`src/rtl/dacseq_pkg.sv`:
```
// Shared types and cycle-count helpers for the nibble DAC write sequencer.
// Assumes a 10-bit code padded with two zero sub-LSB bits to a 12-bit word.
package dacseq_pkg;

    localparam int CODE_W  = 10;
    localparam int WORD_W  = CODE_W + 2;
    localparam int NIBBLES = WORD_W / 4;

    typedef enum logic [1:0] {
        MODE_NIB         = 2'd0,
        MODE_BYTE_PULSE  = 2'd1,
        MODE_BYTE_TRANSP = 2'd2,
        MODE_ALT         = 2'd3
    } seq_mode_e;

    typedef enum logic [2:0] {
        PH_IDLE,
        PH_SETUP,
        PH_STROBE,
        PH_HOLD,
        PH_GAP,
        PH_LOAD,
        PH_TAIL
    } phase_e;

    typedef struct packed {
        logic       a1;
        logic       a0;
        logic [7:0] data;
    } bus_word_t;

    // Rounds a nanosecond minimum up to whole clock cycles.
    function automatic int cyc_ceil(int ns, int period);
        return (ns + period - 1) / period;
    endfunction

    function automatic int imax(int a, int b);
        return (a > b) ? a : b;
    endfunction

endpackage

```
`src/rtl/dacseq_span_timer.sv`:
```
// Loadable down-counter timing one bus phase.
// A load of length N makes `last` true in the N-th cycle of the phase.
// Assumes N >= 1.
module dacseq_span_timer #(
    parameter int W = 4
) (
    input  logic         clk,
    input  logic         rst_n,
    input  logic         load,
    input  logic [W-1:0] len,
    output logic         last
);
    logic [W-1:0] cnt_q;

    // Count down the remaining cycles of the current phase.
    always_ff @(posedge clk) begin
        if (!rst_n) begin
            cnt_q <= '0;
        end else if (load) begin
            cnt_q <= len - W'(1);
        end else if (cnt_q != '0) begin
            cnt_q <= cnt_q - W'(1);
        end
    end

    assign last = (cnt_q == '0);

endmodule

```
`src/rtl/dacseq_slot_map.sv`:
```
// Maps (mode, write slot, word) to the address bits and data byte of one write.
// Nibble style: high, middle, low. Byte styles: low+middle byte, then high.
module dacseq_slot_map
    import dacseq_pkg::*;
(
    input  seq_mode_e         mode,
    input  logic [1:0]        slot,
    input  logic [WORD_W-1:0] word,
    output bus_word_t         bw
);
    logic [3:0] nib [NIBBLES];

    for (genvar n = 0; n < NIBBLES; n++) begin : g_nib
        assign nib[n] = word[4*n +: 4];
    end

    // Select address and data for the requested slot.
    always_comb begin
        bw = '0;
        if (mode == MODE_BYTE_PULSE || mode == MODE_BYTE_TRANSP) begin
            if (slot == 2'd0) begin
                bw = '{a1: 1'b0, a0: 1'b0, data: {nib[1], nib[0]}};
            end else begin
                bw = '{a1: 1'b1, a0: 1'b1, data: {4'h0, nib[2]}};
            end
        end else begin
            unique case (slot)
                2'd0:    bw = '{a1: 1'b1, a0: 1'b1, data: {4'h0, nib[2]}};
                2'd1:    bw = '{a1: 1'b0, a0: 1'b1, data: {4'h0, nib[1]}};
                default: bw = '{a1: 1'b1, a0: 1'b0, data: {4'h0, nib[0]}};
            endcase
        end
    end

endmodule

```
`src/rtl/dacseq_fsm.sv`:
```
// Phase sequencer for the DAC bus. Steps setup/strobe/hold/gap per write, then
// the load pulse or transparent tail. All bus outputs are registered from the
// next phase so that they change only on clock edges.
// Assumes every cycle count parameter is >= 1.
module dacseq_fsm
    import dacseq_pkg::*;
#(
    parameter int C_SU  = 1,
    parameter int C_WR  = 9,
    parameter int C_HD  = 1,
    parameter int C_GAP = 1,
    parameter int C_LD  = 9,
    parameter int C_LT  = 10
) (
    input  logic              clk,
    input  logic              rst_n,
    input  logic              start,
    input  logic [1:0]        mode,
    input  logic [CODE_W-1:0] code,
    output logic              busy,
    output logic              done,
    output logic              cs_n,
    output logic              wr_n,
    output logic              a0,
    output logic              a1,
    output logic [7:0]        bus_d,
    output logic              ld_n
);
    localparam int C_MAX = imax(imax(imax(C_SU, C_WR), imax(C_HD, C_GAP)), imax(C_LD, C_LT));
    localparam int TW    = $clog2(C_MAX + 1);
    localparam logic [TW-1:0] L_SU  = TW'(C_SU);
    localparam logic [TW-1:0] L_WR  = TW'(C_WR);
    localparam logic [TW-1:0] L_HD  = TW'(C_HD);
    localparam logic [TW-1:0] L_GAP = TW'(C_GAP);
    localparam logic [TW-1:0] L_LD  = TW'(C_LD);
    localparam logic [TW-1:0] L_LT  = TW'(C_LT);

    phase_e            ph_q, ph_d;
    logic [1:0]        slot_q, slot_d;
    seq_mode_e         mode_q, mode_d, mode_in;
    logic [WORD_W-1:0] word_q, map_word;
    logic              tmr_load, tmr_last, fin, last_slot;
    logic [TW-1:0]     tmr_len;
    bus_word_t         map_bw;

    // Mode 3 is folded onto the nibble style at capture.
    assign mode_in   = (mode == 2'd3) ? MODE_NIB : seq_mode_e'(mode);
    assign mode_d    = (ph_q == PH_IDLE) ? mode_in : mode_q;
    assign map_word  = (ph_q == PH_IDLE) ? {code, 2'b00} : word_q;
    assign last_slot = (mode_q == MODE_NIB) ? (slot_q == 2'd2) : (slot_q == 2'd1);

    dacseq_span_timer #(.W(TW)) u_timer (
        .clk   (clk),
        .rst_n (rst_n),
        .load  (tmr_load),
        .len   (tmr_len),
        .last  (tmr_last)
    );

    dacseq_slot_map u_map (
        .mode (mode_d),
        .slot (slot_d),
        .word (map_word),
        .bw   (map_bw)
    );

    // Next-phase decision and timer reload.
    always_comb begin
        ph_d     = ph_q;
        slot_d   = slot_q;
        tmr_load = 1'b0;
        tmr_len  = L_SU;
        fin      = 1'b0;
        unique case (ph_q)
            PH_IDLE: if (start) begin
                ph_d = PH_SETUP; slot_d = 2'd0; tmr_load = 1'b1; tmr_len = L_SU;
            end
            PH_SETUP: if (tmr_last) begin
                ph_d = PH_STROBE; tmr_load = 1'b1; tmr_len = L_WR;
            end
            PH_STROBE: if (tmr_last) begin
                ph_d = PH_HOLD; tmr_load = 1'b1; tmr_len = L_HD;
            end
            PH_HOLD: if (tmr_last) begin
                tmr_load = 1'b1;
                if (last_slot && mode_q == MODE_BYTE_TRANSP) begin
                    ph_d = PH_TAIL; tmr_len = L_LT;
                end else begin
                    ph_d = PH_GAP; tmr_len = L_GAP;
                end
            end
            PH_GAP: if (tmr_last) begin
                tmr_load = 1'b1;
                if (last_slot) begin
                    ph_d = PH_LOAD; tmr_len = L_LD;
                end else begin
                    ph_d = PH_SETUP; slot_d = slot_q + 2'd1; tmr_len = L_SU;
                end
            end
            PH_LOAD, PH_TAIL: if (tmr_last) begin
                ph_d = PH_IDLE; fin = 1'b1;
            end
            default: ph_d = PH_IDLE;
        endcase
    end

    // Phase, capture and registered bus outputs.
    always_ff @(posedge clk) begin
        if (!rst_n) begin
            ph_q   <= PH_IDLE;
            slot_q <= 2'd0;
            mode_q <= MODE_NIB;
            word_q <= '0;
            busy   <= 1'b0;
            done   <= 1'b0;
            cs_n   <= 1'b1;
            wr_n   <= 1'b1;
            ld_n   <= 1'b1;
            a0     <= 1'b0;
            a1     <= 1'b0;
            bus_d  <= '0;
        end else begin
            ph_q   <= ph_d;
            slot_q <= slot_d;
            if (ph_q == PH_IDLE && start) begin
                mode_q <= mode_in;
                word_q <= {code, 2'b00};
            end
            busy <= (ph_d != PH_IDLE);
            done <= fin;
            cs_n <= !(ph_d == PH_SETUP || ph_d == PH_STROBE || ph_d == PH_HOLD);
            wr_n <= (ph_d != PH_STROBE);
            ld_n <= !(ph_d == PH_LOAD ||
                      (mode_d == MODE_BYTE_TRANSP && ph_d != PH_IDLE));
            if (ph_d == PH_SETUP && ph_q != PH_SETUP) begin
                a1    <= map_bw.a1;
                a0    <= map_bw.a0;
                bus_d <= map_bw.data;
            end
        end
    end

    // Checker counter: length of the current write strobe.
    logic [TW:0] wr_low_cnt;
    always_ff @(posedge clk) begin
        if (!rst_n)      wr_low_cnt <= '0;
        else if (!wr_n)  wr_low_cnt <= wr_low_cnt + 1'b1;
        else             wr_low_cnt <= '0;
    end

    p_wr_in_cs_r7: assert property (@(posedge clk) disable iff (!rst_n)
        !wr_n |-> !cs_n);
    p_bus_stable_r7: assert property (@(posedge clk) disable iff (!rst_n)
        (!cs_n && $past(!cs_n)) |-> ($stable(bus_d) && $stable(a0) && $stable(a1)));
    p_wr_width_r7: assert property (@(posedge clk) disable iff (!rst_n)
        $rose(wr_n) |-> (wr_low_cnt == (TW+1)'(C_WR)));
    p_done_idle_r10: assert property (@(posedge clk) disable iff (!rst_n)
        done |-> !busy);
    p_done_single_r10: assert property (@(posedge clk) disable iff (!rst_n)
        done |=> !done);
    p_ld_overlap_r5: assert property (@(posedge clk) disable iff (!rst_n)
        (!ld_n && !wr_n) |-> (mode_q == MODE_BYTE_TRANSP));
    p_idle_quiet_r11: assert property (@(posedge clk) disable iff (!rst_n)
        !busy |-> (cs_n && wr_n && ld_n));

endmodule

```
`src/rtl/nib_dac_writer.sv`:
```
// Top of the host-side DAC write sequencer. Converts nanosecond bus minimums
// into cycle counts for the given clock period and hosts the phase sequencer.
// Assumes the DAC samples on the write-strobe and load-strobe rising edges.
module nib_dac_writer
    import dacseq_pkg::*;
#(
    parameter int CLK_PERIOD_NS = 5,
    parameter int ADDR_SETUP_NS = 5,
    parameter int ADDR_HOLD_NS  = 5,
    parameter int DATA_SETUP_NS = 45,
    parameter int WR_PULSE_NS   = 45,
    parameter int LD_PULSE_NS   = 45,
    parameter int LD_TAIL_NS    = 50,
    parameter int GAP_CYCLES    = 1
) (
    input  logic        clk,
    input  logic        rst_n,
    input  logic        start,
    input  logic [1:0]  mode,
    input  logic [9:0]  code,
    output logic        busy,
    output logic        done,
    output logic        cs_n,
    output logic        wr_n,
    output logic        a0,
    output logic        a1,
    output logic [7:0]  bus_d,
    output logic        ld_n
);
    localparam int C_WR  = imax(1, cyc_ceil(WR_PULSE_NS, CLK_PERIOD_NS));
    localparam int C_SU  = imax(imax(1, cyc_ceil(ADDR_SETUP_NS, CLK_PERIOD_NS)),
                                cyc_ceil(DATA_SETUP_NS, CLK_PERIOD_NS) - C_WR);
    localparam int C_HD  = imax(1, cyc_ceil(ADDR_HOLD_NS, CLK_PERIOD_NS));
    localparam int C_LD  = imax(1, cyc_ceil(LD_PULSE_NS, CLK_PERIOD_NS));
    localparam int C_LT  = imax(1, cyc_ceil(LD_TAIL_NS, CLK_PERIOD_NS));
    localparam int C_GAP = imax(1, GAP_CYCLES);

    dacseq_fsm #(
        .C_SU  (C_SU),
        .C_WR  (C_WR),
        .C_HD  (C_HD),
        .C_GAP (C_GAP),
        .C_LD  (C_LD),
        .C_LT  (C_LT)
    ) u_fsm (
        .clk   (clk),
        .rst_n (rst_n),
        .start (start),
        .mode  (mode),
        .code  (code),
        .busy  (busy),
        .done  (done),
        .cs_n  (cs_n),
        .wr_n  (wr_n),
        .a0    (a0),
        .a1    (a1),
        .bus_d (bus_d),
        .ld_n  (ld_n)
    );

endmodule

```
`config.mk`:
```
export PLATFORM = sky130hd
export DESIGN_NAME = nib_dac_writer
export DESIGN_NICKNAME = d
export VERILOG_FILES = /design/src/rtl/dacseq_pkg.sv /design/src/rtl/dacseq_span_timer.sv /design/src/rtl/dacseq_slot_map.sv /design/src/rtl/dacseq_fsm.sv /design/src/rtl/nib_dac_writer.sv
export SDC_FILE = /design/constraint.sdc
export NUM_CORES = 1
export LEC_CHECK = 0
export ABC_AREA = 0
export CORE_MARGIN = 1.5
export CORE_UTILIZATION = 35
export CTS_BUF_LIST = sky130_fd_sc_hd__clkbuf_16
export DETAILED_ROUTE_END_ITERATION = 8
export PLACE_DENSITY = 0.56
export SETUP_SLACK_MARGIN = 0.05
export SYNTH_ARGS = -nofsm -noshare
export SYNTH_HDL_FRONTEND = slang
export SYNTH_SLANG_ARGS = --single-unit
```
`constraint.sdc`:
```
create_clock -name clk -period 2.7 [get_ports clk]
set_input_delay 0.54 -clock clk [delete_from_list [all_inputs] [get_ports clk]]
set_output_delay 0.54 -clock clk [all_outputs]
set_load 0.1 [all_outputs]
```
# Word-level counts from Yosys, hierarchy flattened
# Cells that the tools add are included.
[totals]
out_inout_bits = 15
mem_bits_ro = 0
regBits = 36
mem_count = 0
word_cells = 86
inputBits = 15
latchBits = 0
ram_bits = 0
[classes]
addsub = 3
multipliers = 0
magnitude_cmp = 0
n_reduce_logical = 20
n_eq_ne = 19
div_mod_pow = 0
shift = 0
muxes = 31
bitwise = 0
[op_table]
columns = ["op", "n"]
rows = [
  ["$mux 4", 7],
  ["$mux 3", 7],
  ["$mux 10", 2],
  ["$pmux 10 s2", 1],
  ["$pmux 3 s6", 1],
  ["$eq 3x2->1 const B", 4],
  ["$eq 3x3->1 const B", 4],
  ["$mux 12", 1],
  ["$mux 2", 6],
  ["$pmux 4 s3", 1],
  ["$eq 2x2->1 const B", 4],
  ["$sub 4x1->4 const B", 2],
  ["$eq 2x1->1 const B", 3],
  ["$eq 3x1->1 const B", 2],
  ["$logic_and 1x1->1", 4],
  ["$logic_not 2->1", 2],
  ["$logic_not 4->1", 1],
  ["$logic_or 1x1->1", 4],
  ["$pmux 2 s2", 1],
  ["$reduce_bool 4->1", 1],
  ["$reduce_or 4->1", 1],
  ["$logic_not 3->1", 1],
  ["$mux 1", 3],
  ["$ne 3x1->1 const B", 1],
  ["other kinds (8)", 9],
]

# Depth between registers and ports, before layout
[logic_depth]
word_depth = 10
ltp_mapped = 11
mapped_depth_nobuf = 8

# Hierarchy
# Synthesis repeated with hierarchy kept, for this count alone.
[unflattened]
hier_cells = 298
area_unflattened_um2 = 2185.8
[by_module_without_submodules]
columns = ["module", "area_per_inst_um2", "instances", "seq_area_each_um2", "cells_per_inst"]
rows = [
  ["dacseq_fsm", 1585.3, 1, 640.6, 223],
  ["dacseq_slot_map", 382.9, 1, 0.0, 53],
  ["dacseq_span_timer", 217.7, 1, 80.1, 22],
]

# Worst setup path after synthesis
# Ideal clock, no wire load.
[synth_timing]
path_type = "register -> register"
from = "reg u_fsm.ph_q[0]"
to = "reg u_fsm.bus_d[4]"
n_path_buf = 3
stages_incl_launch_ff = 11
arrival_time_ns = 2.158
setup_ns = 0.067
synth_period_minus_slack_ns = 2.225
setup_slack_ns = 0.475
required_ns = 2.633
path_cell_list = "dfxtp_1 -> clkbuf_2 -> nor3_1 -> buf_4 -> mux2i_1 -> ha_1 -> buf_6 -> a31oi_1 -> nor2b_1 -> mux2i_1 -> nor2_1"
[synth_between]
elab_chain_cells = 5
word_cells_on_any_way = 27
cone_classes = "eq/ne (10); mux (12); reduce/logical (5)"
[synth_lines]
columns = ["item", "line_no", "source"]
rows = [
  ["from (decl)", "dacseq_fsm.sv:38", "phase_e ph_q, ph_d;"],
  ["from (signal assigned)", "dacseq_fsm.sv:123", "ph_q <= ph_d;"],
  ["$eq 3x3->1 or $logic_not 3->1 (tied branches)", "dacseq_fsm.sv:74, dacseq_fsm.sv:48, dacseq_fsm.sv:49", ""],
  ["$reduce_or 2->1, or another cell as far along", "dacseq_fsm.sv:74", "unique case (ph_q)"],
  ["$pmux 3 s6, or another cell as far along", "dacseq_fsm.sv:74", ""],
  ["$eq 3x1->1, or another cell as far along", "dacseq_fsm.sv:135", "if (ph_d == PH_SETUP && ph_q != PH_SETUP) begin"],
  ["$logic_and 1x1->1 or $mux 10 (tied branches)", "dacseq_fsm.sv:135, dacseq_slot_map.sv:20", ""],
  ["to (signal assigned)", "dacseq_fsm.sv:138", "bus_d <= map_bw.data;"],
  ["to (decl)", "dacseq_fsm.sv:26", "output logic [7:0] bus_d,"],
]
# Parallel ways exist; a longest one is shown, timed or not.
# A chain may end at the register's enable or synchronous reset.

# Worst setup path after layout
[layout_timing]
from = "reg u_fsm.slot_q[0]"
to = "reg u_fsm.wr_n"
[layout_between]
elab_chain_cells = 7
word_cells_on_any_way = 10
cone_classes = "eq/ne (3); mux (6); reduce/logical (1)"
[layout_lines]
columns = ["item", "line_no", "source"]
rows = [
  ["from (decl)", "dacseq_fsm.sv:39", "logic [1:0] slot_q, slot_d;"],
  ["from (signal assigned)", "dacseq_fsm.sv:124", "slot_q <= slot_d;"],
  ["$eq 2x1->1 or $eq 2x2->1 (tied branches)", "dacseq_fsm.sv:50", "assign last_slot = (mode_q == MODE_NIB) ? (slot_q == 2'd2) : (slot_q == 2'd1);"],
  ["$mux 1 *", "dacseq_fsm.sv:50", ""],
  ["$logic_and 1x1->1", "dacseq_fsm.sv:86", "if (last_slot && mode_q == MODE_BYTE_TRANSP) begin"],
  ["$mux 2", "dacseq_fsm.sv:86", ""],
  ["$mux 3", "dacseq_fsm.sv:84", "PH_HOLD: if (tmr_last) begin"],
  ["$pmux 3 s6 *", "dacseq_fsm.sv:74", ""],
  ["$ne 3x2->1 *", "dacseq_fsm.sv:132", "wr_n <= (ph_d != PH_STROBE);"],
  ["to (signal assigned)", "dacseq_fsm.sv:132", ""],
  ["to (decl)", "dacseq_fsm.sv:23", "output logic wr_n,"],
]
# Every way passes the cells marked *; elsewhere a longest branch is shown, timed or not.

==> impl_metrics.csv <==
group,metric,value,unit
clock_network,cts_tree,"done",
logic_synthesis,synth_top_area_share,35.89,%
logic_synthesis,synth_edf_count,0,
clock_network,cts_root_buf,"clkbuf_16",
logic_synthesis,synth_area_per_cell,8.509,sq um
logic_synthesis,yosys_warnings,0,
floorplan,dieArea,6201,sq um
routing,drtPass1Iterations,4,
floorplan,die_w,78.75,um
clock_network,postCtsHoldBufs,0,
routing,vias_per_cell,5.193,
floorplan,die_h,78.75,um
setup_path,crit_start,"u_fsm.slot_q[0]",
sta,clock.fmax,438.5,MHz
cells_and_area,fillCellCount,563,
power_and_ir_drop,p_seq_share,25.8,%
cells_and_area,multi_input_area,1169,sq um
cells_and_area,area_growth,23.24,%
power_and_ir_drop,p_int,1.650,mW
sta,hold_viol,0,
setup_path,r2r_cells,6,
grt,grt_pass1_vias,1602,
logic_synthesis,ys_seq_elements,36,
status,status,"completed",
logic_synthesis,ys_top_cells_by_area,"dfxtp_1, mux2i_1, nand2_1",
grt,grt_usage,16.72,%
logic_synthesis,yosysUniqueCellTypes,55,
power_and_ir_drop,p_per_area,1244,nW/um^2
cells_and_area,finalNetCount,280,
logic_synthesis,yosys.cell_count.top_type,"dfxtp_1",
power_and_ir_drop,p_clk_share,21.2,%
grt,grt_first_pass_wirelength,8045,um
floorplan,core,5507,sq um
routing,vias,1745,
setup_path,path_depth,6,
logic_synthesis,ys.flop_type,"dfxtp_1",
logic_synthesis,syn_area,2008,sq um
setup_path,slowest_delay,610,ps
flow_run,cap_violations,0,
setup_path,r2r-end,"u_fsm.wr_n",
hold_path,min_to,"u_fsm.word_q[10]",
sta,setup_viol,0,
routing,drc,0,
logic_synthesis,async_flop_share,0,%
power_and_ir_drop,p_comb_share,53.0,%
place,gp_congestion,0.7873,
setup_path,crit_buf_inv,1,
logic_synthesis,syn_nets,253,
setup_path,crit_arrival,2420,ps
power_and_ir_drop,leakage,0.9538,nW
place,dp_hpwl,3409,um
power_and_ir_drop,ir_worst_vdd,0.0004810,V
clock_network,cts_made_buffers,5,
sta,worst_slack,419.7,ps
hold_path,hold_depth,2,
routing,drt-initial-drc-count,86,
grt,grt_max_degree,24,
routing,wl_met2,2073,um
hold_path,hold_path.class,"reg2reg",
routing,wl,4819,um
logic_synthesis,yosysSeqAreaShare,35.89,%
setup_path,cp.required,2840,ps
sta,post-route-min-period,2280,ps
power_and_ir_drop,switching_share,46.39,%
grt,antenna_found_initial,0,
cells_and_area,seq_area,720.7,sq um
sta,finalCritPeriodShare,84.45,%
grt,grt-ovfl-total,0,
setup_path,crit_family,"simple AND/OR/NAND/NOR gates",
sta,grt_setup_unrepaired,"no",
place,io_buffers,29,
clock_network,clk_pin_slew,60,ps
hold_path,hold_start,"u_fsm.word_q[10]",
routing,drtAntennaViolNets,0,
setup_path,critPathLaunchType,"register",
routing,met3_length,171,um
setup_path,critical_path_class,"reg2reg",
clock_network,postCtsSetupRepairBufs,0,
sta,worst_pin_slew,688.7,ps
clock_network,clockBufferDepth,2,
floorplan,rows,27,
sta,slew_violations,0,
clock_network,htree_levels,2,
logic_synthesis,netlist_top_cells_count,"dfxtp_1, nand2_1, a21oi_1",
cells_and_area,antenna_cells,0,
routing,wl_met1,2492,um
setup_path,rrSetupSlack,420,ps
routing,top_layer,"met4",
setup_path,critPathCaptureType,"register",
logic_synthesis,syn_inst,236,
sta,tns,0,ps
setup_path,cp_max_fo,9,
place,pre_cts_slack,129.8,ps
clock_network,ctsResizeCount,0,
cells_and_area,fin_util,44.94,%
setup_path,r2r_start,"u_fsm.slot_q[0]",
setup_path,path_cells,"inv_1 > nor4_1 > nor3_1 > o21a_1 > a2111oi_1 > nand3_1",
floorplan,pin_count,30,
logic_synthesis,yosysTopAreaCell,"dfxtp_1",
floorplan,initial_core_util,36.47,%
sta,finClkSkew,5.744,ps
clock_network,cts.sinks,36,
clock_network,clock_latency,280,ps
cells_and_area,drive_gt1_share,20.08,%
setup_path,slowest_stage,"nor4_1",
routing,wl_per_cell,14.34,um
power_and_ir_drop,p_switching,1.428,mW
sta,slew_headroom,53.67,%
## cells in the final DEF (no fill, tap or decap), drive strengths merged, types with 3 or more instances in the layout
master,netlist,final
mux2i,13,13
dfxtp,36,36
nor2,20,20
mux2,6,6
nand3,9,9
buf,9,23
clkbuf,8,5
o211ai,3,3
nand2,30,30
clkdlybuf4s50,0,14
nor2b,6,6
inv,4,4
o21ai,17,17
a21oi,23,23
nor3,9,9
## final cells by class
| type | count | area share [%] |
|---|---|---|
| Multi-Input combinational cell | 179 | 47.22 |
| Timing Repair Buffer | 37 | 12.64 |
| Inverter | 4 | 0.6067 |
| Tap cell | 72 | 3.640 |
| Clock buffer | 5 | 5.056 |
| Clock inverter | 3 | 1.719 |
| Sequential cell | 36 | 29.12 |
## worst reg2reg max path, cell delays in order, from the launching register on
cell and delay [ps]:
dfxtp_1 510, inv_1 160, nor4_1 610, nor3_1 110, o21a_1 200, a2111oi_1 460
nand3_1 110
## through the flow
stage	cells	hold slack (ps)	area [sq um]	total power [mW]
6_report	336	450.2	2475	3.078
5_1_grt	336	472.5	2475	3.284
4_1_cts	336	453.8	2475	3.100
3_5_place_dp	328	445.5	2307	2.436
3_3_place_gp	328	439.6	2307	2.439
2_1_floorplan	236	433.8	2008	2.111
## kinds of logic (layout without fill, tap and decap cells)
kind of cell | count (synthesis) | in the layout | synth area share [%]
AO/OA/AOI/OAI | 59 | 59 | 20.69
XOR/XNOR | 3 | 3 | 1.309
adder cells (fa/ha/maj) | 2 | 2 | 1.246
buffers and inverters | 21 | 49 | 6.168
flip-flops | 36 | 36 | 35.89
multiplexers | 19 | 19 | 9.844
AND/OR/NAND/NOR | 96 | 96 | 24.86
## how the worst max path moves through the flow
stage                endpoint  slack (ps)
2_1_floorplan  u_fsm.bus_d[4]         470
3_3_place_gp   u_fsm.bus_d[4]         140
3_5_place_dp   u_fsm.bus_d[4]         130
4_1_cts        u_fsm.bus_d[4]         410
5_1_grt            u_fsm.wr_n         280
6_report           u_fsm.wr_n         420
## sequential cells by signal (all words and copies together) (netlist names), 2 cells and up
signal and cells:
u_fsm.bus_d 8, u_fsm.mode_q 2, u_fsm.ph_q 3, u_fsm.slot_q 2, u_fsm.u_timer.cnt_q 4, u_fsm.word_q 10
## per-layer routing
metal / vias up / GRT usage [%]
li1: 896 / -
met1: 811 / 23.31
met2: 32 / 25.00
met3: 6 / 3.793
met4: 0 / 6.250
met5: - / 0
## power groups by stage
stage,Sequential [mW],Clock (mW),Combinational [mW]
floorplan,1.17,0,0.945
global placement,0.802,0,1.64
detailed placement,0.802,0,1.63
CTS,0.791,0.665,1.64
global route,0.813,0.693,1.78
finish,0.793,0.653,1.63
(Power assumes the default switching activity.)
